===== src/rtl/sop_pkg.sv =====
package sop_pkg;
  typedef enum logic [1:0] {
    ST_EMPTY  = 2'd0,
    ST_FULL   = 2'd1,
    ST_ACKING = 2'd2,
    ST_DONE   = 2'd3
  } hs_state_e;
endpackage


===== src/rtl/sop_sync_edge.sv =====
// Synchronizes an asynchronous active-low strobe and flags its falling edge.
module sop_sync_edge #(
  parameter int STAGES = 2
) (
  input  logic clk,
  input  logic rst_n,
  input  logic async_i,
  output logic level_o,
  output logic fall_o
);
  localparam int LAST = STAGES - 1;

  logic [LAST:0] chain_q;
  logic          hist_q;

  genvar g;
  generate
    for (g = 0; g < STAGES; g++) begin : g_stage
      if (g == 0) begin : g_first
        always_ff @(posedge clk or negedge rst_n) begin
          if (!rst_n) chain_q[0] <= 1'b1;
          else        chain_q[0] <= async_i;
        end
      end else begin : g_next
        always_ff @(posedge clk or negedge rst_n) begin
          if (!rst_n) chain_q[g] <= 1'b1;
          else        chain_q[g] <= chain_q[g-1];
        end
      end
    end
  endgenerate

  always_ff @(posedge clk or negedge rst_n) begin
    if (!rst_n) hist_q <= 1'b1;
    else        hist_q <= chain_q[LAST];
  end

  assign level_o = chain_q[LAST];
  assign fall_o  = hist_q & ~chain_q[LAST];
endmodule


===== src/rtl/sop_hs_ctrl.sv =====
// Handshake sequencer: empty -> full -> acknowledging -> done.
module sop_hs_ctrl
  import sop_pkg::*;
(
  input  logic clk,
  input  logic rst_n,
  input  logic wr_fall_i,
  input  logic ack_fall_i,
  input  logic ack_lvl_i,
  input  logic irq_en_i,
  output logic load_o,
  output logic obf_n_o,
  output logic irq_o
);
  hs_state_e state_q, state_d;
  logic      obf_n_q, irq_q;

  always_comb begin
    state_d = state_q;
    if (wr_fall_i) begin
      state_d = ST_FULL;                 // write wins over any acknowledge
    end else begin
      unique case (state_q)
        ST_FULL:   if (ack_fall_i) state_d = ST_ACKING;
        ST_ACKING: if (ack_lvl_i)  state_d = ST_DONE;
        default:   state_d = state_q;    // acknowledges ignored when empty or done
      endcase
    end
  end

  always_ff @(posedge clk or negedge rst_n) begin
    if (!rst_n) begin
      state_q <= ST_EMPTY;
      obf_n_q <= 1'b1;
      irq_q   <= 1'b0;
    end else begin
      state_q <= state_d;
      obf_n_q <= (state_d != ST_FULL);
      irq_q   <= (state_d == ST_DONE) && irq_en_i;
    end
  end

  assign load_o  = wr_fall_i;
  assign obf_n_o = obf_n_q;
  assign irq_o   = irq_q;
endmodule


===== src/rtl/sop_out_latch.sv =====
// Output data latch that holds its value until the next load.
module sop_out_latch #(
  parameter int WIDTH = 8
) (
  input  logic             clk,
  input  logic             rst_n,
  input  logic             load_i,
  input  logic [WIDTH-1:0] d_i,
  output logic [WIDTH-1:0] q_o
);
  logic [WIDTH-1:0] q_q;

  always_ff @(posedge clk or negedge rst_n) begin
    if (!rst_n)      q_q <= '0;
    else if (load_i) q_q <= d_i;
  end

  assign q_o = q_q;
endmodule


===== src/rtl/strobed_out_port.sv =====
module strobed_out_port #(
  parameter int DATA_W      = 8,
  parameter int SYNC_STAGES = 2
) (
  input  logic              clk,
  input  logic              rst_n,
  input  logic              wr_n_i,
  input  logic [DATA_W-1:0] wr_data_i,
  input  logic              irq_en_i,
  input  logic              ack_n_i,
  output logic [DATA_W-1:0] pd_o,
  output logic              obf_n_o,
  output logic              irq_o
);
  logic wr_lvl, wr_fall, ack_lvl, ack_fall, load;

  sop_sync_edge #(.STAGES(SYNC_STAGES)) u_wr_sync (
    .clk(clk), .rst_n(rst_n), .async_i(wr_n_i),
    .level_o(wr_lvl), .fall_o(wr_fall)
  );

  sop_sync_edge #(.STAGES(SYNC_STAGES)) u_ack_sync (
    .clk(clk), .rst_n(rst_n), .async_i(ack_n_i),
    .level_o(ack_lvl), .fall_o(ack_fall)
  );

  sop_hs_ctrl u_ctrl (
    .clk(clk), .rst_n(rst_n),
    .wr_fall_i(wr_fall), .ack_fall_i(ack_fall), .ack_lvl_i(ack_lvl),
    .irq_en_i(irq_en_i),
    .load_o(load), .obf_n_o(obf_n_o), .irq_o(irq_o)
  );

  sop_out_latch #(.WIDTH(DATA_W)) u_latch (
    .clk(clk), .rst_n(rst_n), .load_i(load), .d_i(wr_data_i), .q_o(pd_o)
  );
endmodule


===== config.mk =====
export PLATFORM = sky130hd
export DESIGN_NAME = strobed_out_port
export DESIGN_NICKNAME = d
export VERILOG_FILES = /design/src/rtl/sop_pkg.sv /design/src/rtl/sop_sync_edge.sv /design/src/rtl/sop_hs_ctrl.sv /design/src/rtl/sop_out_latch.sv /design/src/rtl/strobed_out_port.sv
export SDC_FILE = /design/constraint.sdc
export NUM_CORES = 1
export LEC_CHECK = 0
export ABC_AREA = 1
export BUFFER_PORTS_ARGS = -buffer_cell sky130_fd_sc_hd__buf_2
export CAP_MARGIN = 20
export CORE_MARGIN = 3
export CORE_UTILIZATION = 51
export DETAILED_ROUTE_END_ITERATION = 8
export PLACE_DENSITY = 0.92
export SLEW_MARGIN = 20
export SYNTH_ARGS = -nofsm -noshare
export SYNTH_HDL_FRONTEND = slang
export SYNTH_HIERARCHICAL = 1
export SYNTH_SLANG_ARGS = --single-unit

===== constraint.sdc =====
create_clock -name clk -period 2.6 [get_ports clk]
set_input_delay 0.52 -clock clk [delete_from_list [all_inputs] [get_ports clk]]
set_output_delay 0.52 -clock clk [all_outputs]
set_load 0.005 [all_outputs]

# Word level (Yosys, flattened, before mapping)
# Cells that the tools add are included.
dict set report classes {
  n_eq_ne 4
  mux 4
  n_bitwise 4
  reduce_logical 1
}
# op n
set ops {}
lappend ops {{$mux 2} 3}
lappend ops {{$eq 2x2->1 const B} 2}
lappend ops {{$pmux 2 s2} 1}
lappend ops {{$and 1x1->1} 2}
lappend ops {{$eq 2x1->1 const B} 1}
lappend ops {{$ne 2x1->1 const B} 1}
lappend ops {{$not 1->1} 2}
lappend ops {{$logic_and 1x1->1} 1}
dict set report totals {
  regBits 18
  in_bits 13
  out_inout_bits 10
  wordCells 23
}

# Depth between registers and ports, before layout
dict set report logic_depth {
  word_depth 7
  depth_mapped 9
  mapped_depth_nobuf 9
}

# Cells and area by module
# Netlist, hierarchy kept.
# module instances cells_per_inst area_per_inst_um2 seq_area_each_um2
set modules_own_cells {}
lappend modules_own_cells {sop_out_latch 1 34 305.3 200.2}
lappend modules_own_cells {sop_hs_ctrl 1 32 241.5 101.3}
lappend modules_own_cells {sop_sync_edge 2 5 88.8 78.8}

# Least setup slack after synthesis
# No wires, ideal clock.
dict set report synth_path {
  path_kind {reg2reg}
  from {register u_ctrl.state_q[0]}
  to {register u_ctrl.irq_q, in the netlist u_ctrl/irq_o}
  setup_ns 0.115
  arrival_ns 1.059
  t_required_ns 2.485
  path_slack_ns 1.425
  stages_incl_launch_ff 10
  n_path_buf 0
  synth_period_minus_slack_ns 1.175
  cell_sequence {dfrtp_1 > inv_1 > ha_1 > inv_1 > nand2_1 > nand2_1 > nand2_1 > inv_1 > nor2_1 > nor2_1}
}
dict set report synth_between {
  elab_chain_cells 5
  word_cells_on_any_way 8
  classes_between {3 x eq/ne; 4 x mux; 1 x reduce/logical}
}
# element line
set synth_rtl {}
lappend synth_rtl {{from (decl)} sop_hs_ctrl.sv:15} ;# hs_state_e state_q, state_d;
lappend synth_rtl {{from (signal assigned)} sop_hs_ctrl.sv:37} ;# state_q <= state_d;
lappend synth_rtl {{$eq 2x2->1 (tied with other cells)} sop_hs_ctrl.sv:23} ;# unique case (state_q)
lappend synth_rtl {{$pmux 2 s2 *} sop_hs_ctrl.sv:23}
lappend synth_rtl {{$mux 2 *} sop_hs_ctrl.sv:20} ;# if (wr_fall_i) begin
lappend synth_rtl {{$eq 2x2->1 *} sop_hs_ctrl.sv:39} ;# irq_q <= (state_d == ST_DONE) && irq_en_i;
lappend synth_rtl {{$logic_and 1x1->1 *} sop_hs_ctrl.sv:39}
lappend synth_rtl {{to (signal assigned)} sop_hs_ctrl.sv:39}
lappend synth_rtl {{to (decl)} sop_hs_ctrl.sv:16} ;# logic obf_n_q, irq_q;
# Every way passes the cells marked *; elsewhere a longest branch is shown, timed or not.
# A chain may end at the register's enable or synchronous reset.

# Worst setup path in the final report
dict set report layout_path {
  from {register u_ctrl.obf_n_q, in the netlist u_ctrl/obf_n_o}
  to {output obf_n_o}
}
# element line
set layout_rtl {}
lappend layout_rtl {{from (decl)} sop_hs_ctrl.sv:16}
lappend layout_rtl {{from (signal assigned)} sop_hs_ctrl.sv:38} ;# obf_n_q <= (state_d != ST_FULL);
lappend layout_rtl {{to (decl)} strobed_out_port.sv:12} ;# output logic obf_n_o,
# No word-level cell between the ends.

==> metrics.md <==
| Metric | Value |
|---|---|
| Outcome | finished, final reports clean |
| Slowest stage delay, CP | about 0.53 ns |
| # IOs | 23 |
| Final Instance Count excl. Fillers | between 100 and 150 |
| Final hold vios | 0 |
| Worst hold path class | input pin to async pin |
| Final #Nets | between 100 and 150 |
| Critical path cell sequence | buf_2 |
| CP Class | register to primary output |
| Setup crit end kind | primary output |
| Vias | 533 |
| Post-synth top area cell | dfrtp_1 |
| Max_cap viols | 0 |
| GPL Wtd Cong | 0.734 |
| Clock Path Buffers | 2 |
| Resize count post-CTS | 0 |
| DP Worst Slack | around 1.3 ns |
| Clk slew on worst S/H paths | around 0.1 ns |
| Reg-to-reg setup timing slack | 1.27 ns |
| Worst path slowest cell | dfstp_2 |
| First-pass GRT wire length | between 2 and 2.5 mm |
| Worst EP required | ~2.1 ns |
| Arrival time worst endpoint | 0.92 ns |
| Leakage power | roughly 0.51 nW |
| CP Max Fanout | 1 |
| Largest net degree at the start of global routing | 19 |
| Minimum clock period after layout | 1.44 ns |
| Reg2reg start | u_ctrl/state_q[0] |
| Die height | between 40 and 50 µm |
| H-tree depth | 1 |
| Top post-synthesis cells by count | 34 x nand2_1, 11 x dfrtp_1, 9 x inv_1 |
| VDD IR max | between 400 and 500 µV |
| Layout Skew | roughly 0.010 ns |
| Post-synthesis register bit count | 18 |
| Clock sinks | 18 |
| # setup viols final | 0 |
| Area contributors post-synth | dfrtp_1 38%, dfstp_2 25%, nand2_1 18%, ha_1 5.2%, inv_1 4.7% |
| Core region area | 1220 µm² |
| Diode count | 0 |
| RSZ-0062 raised after global routing | false |
| GRT Total Usage | between 10% and 20% |
| Vias in the first global route | between 500 and 600 |
| Ys Warns | 6 |
| CTS root buffer | clkbuf_4 |
| Hold buffers post-CTS | 0 |
| Avg Cell Area, Syn | around 9.5 µm² |
| Reg2reg end | u_ctrl/irq_o |
| Die area | between 1500 and 2000 µm² |
| Final Max Tran Viols | 0 |
| Post-CTS setup buffers | 0 |
| First-pass DRT Iterations | 4 |
| CTS tree | done |
| Period utilisation layout | a little under three fifths |
| Mapped Nets | 92 |
| Yosys top cell area share | between 30% and 40% |
| TritonCTS buffer count | 3 |
| CP bufs+invs | 1 |
| Wirelength per Cell | approximately 11 µm |
| Share of layout cells above drive strength 1 | 36.0% |
| Worst skew pair latency | a little under 0.3 ns |
| Total wire length | approximately 1.3 mm |
| Post-Synthesis Cells | between 70 and 80 |
| Top FF cell, synth | dfrtp_1 |
| Placed cells | 110 |
| Synth async-reset ratio | 100% |
| Count leader, synth | nand2_1 |
| Reg2reg path depth | 8 |
| Critical path's top delay family | flip-flops |
| Drc violations | 0 |
| I/O Buffers | 22 |
| P&R area growth vs syn | 20.0% |
| Power, Total | 0.779 mW |
| Total grt overflow | 0 |
| Initial antenna violation count | 0 |
| Worst setup SP type | register |
| Dpl hpwl | around 980 µm |
| Pwr/cell area | approximately 900 nW/µm² |
| Routed Antenna Nets | 0 |
| Worst Tran Pin Value | 0.453 ns |
| Seq/Total Area, Yosys | 63.4% |
| Final WS setup | around 1.2 ns |
| Slew headroom | around 70% |
| Final Util | between 70% and 80% |
| Post-Route Setup TNS | 0 ns |
| Syn Std Cell Area | between 700 and 800 µm² |
| Vias/cell | approximately 4.7 |
| Netlist cell types | 13 |
| FP Rows | 12 |
| EDFF count, synth | 0 |
| Die width | roughly 44 µm |
| Iter 0 DRT Violations | 7 |
| Initial core utilization | approximately three fifths |
| Max Freq | 694 MHz |
## final cells by class
type	count	area (µm²)
flip-flops and latches	18	459
fillers	87	347
multi-input cells	46	209
repair buffers	22	110
inverters	10	37.5
clock buffers	4	36.3
well taps	14	17.5
## cells by family (layout without fill, tap and decap cells)
| kind of cell | count (synthesis) | after routing | share of synthesized area (%) |
|---|---|---|---|
| buf+inv | 12 | 36 | 7.77 |
| flops | 18 | 18 | 63.4 |
| compound gates | 2 | 2 | 1.38 |
| fa+ha+maj | 3 | 3 | 5.18 |
| simple gates | 41 | 41 | 22.3 |
## where the power goes
group	total, mW	leakage (nW)	internal [mW]	switching [mW]
Sequential	0.367	0.209	0.340	0.0271
Combinational	0.245	0.276	0.0956	0.149
Clock	0.166	0.0210	0.0853	0.0811
Total	0.779	0.507	0.521	0.258
## through the flow
stage                     hold WS [ns]  instance area [µm²]
after global routing             0.135                  870
after detailed placement         0.349                  833
final                            0.125                  870
after global placement           0.347                  833
after CTS                        0.136                  870
after floorplan                  0.224                  724
## how the worst max path moves through the flow
stage,depth (start not counted),from,endpoint
final,1,u_ctrl/obf_n_o,obf_n_o
after global routing,1,u_ctrl/obf_n_o,obf_n_o
after CTS,1,u_ctrl/obf_n_o,obf_n_o
after detailed placement,8,u_ctrl/state_q[0],u_ctrl/irq_o
after global placement,5,u_wr_sync/hist_q,u_latch/q_o[2]
after floorplan,9,u_ctrl/state_q[0],u_ctrl/irq_o
## worst register-to-register path: stages, from the launching register on
cell	delay (ns)
dfrtp_1	0.39
inv_1	0.09
ha_1	0.34
inv_1	0.09
nand2_1	0.06
nand2_1	0.08
nand2_1	0.05
nor2_1	0.10
nor2_1	0.05
## state kept, by name (all words and copies together), names as in the netlist
register	cells
u_latch/q_o	8
u_ctrl/state_q	2
u_ack_sync/chain_q	1
u_ack_sync/hist_q	1
u_ack_sync/level_o	1
u_ctrl/irq_o	1
u_ctrl/obf_n_o	1
u_wr_sync/chain_q	1
u_wr_sync/hist_q	1
u_wr_sync/level_o	1
## placed cells by master (no fill, tap or decap)
| cell type | count |
|---|---|
| nor2_2 | 2 |
| a21oi_1 | 1 |
| o21ai_0 | 1 |
| dfstp_2 | 7 |
| ha_1 | 3 |
| buf_2 | 22 |
| nand2_1 | 34 |
| nand3_1 | 2 |
| nor2_1 | 3 |
| dfrtp_1 | 11 |
| clkbuf_8 | 1 |
| inv_2 | 1 |
| clkbuf_4 | 3 |
| inv_1 | 9 |
## routing by layer
| layer | up-vias | GRT usage (%) | share of wire [%] |
|---|---|---|---|
| met5 | - | 0 | 0 |
| met4 | 0 | 1.81 | 0 |
| met3 | 0 | 7.88 | 7.6 |
| met2 | 15 | 27.6 | 51 |
| met1 | 244 | 15.7 | 41 |
| li1 | 274 | - | - |
(Power assumes the default switching activity.)
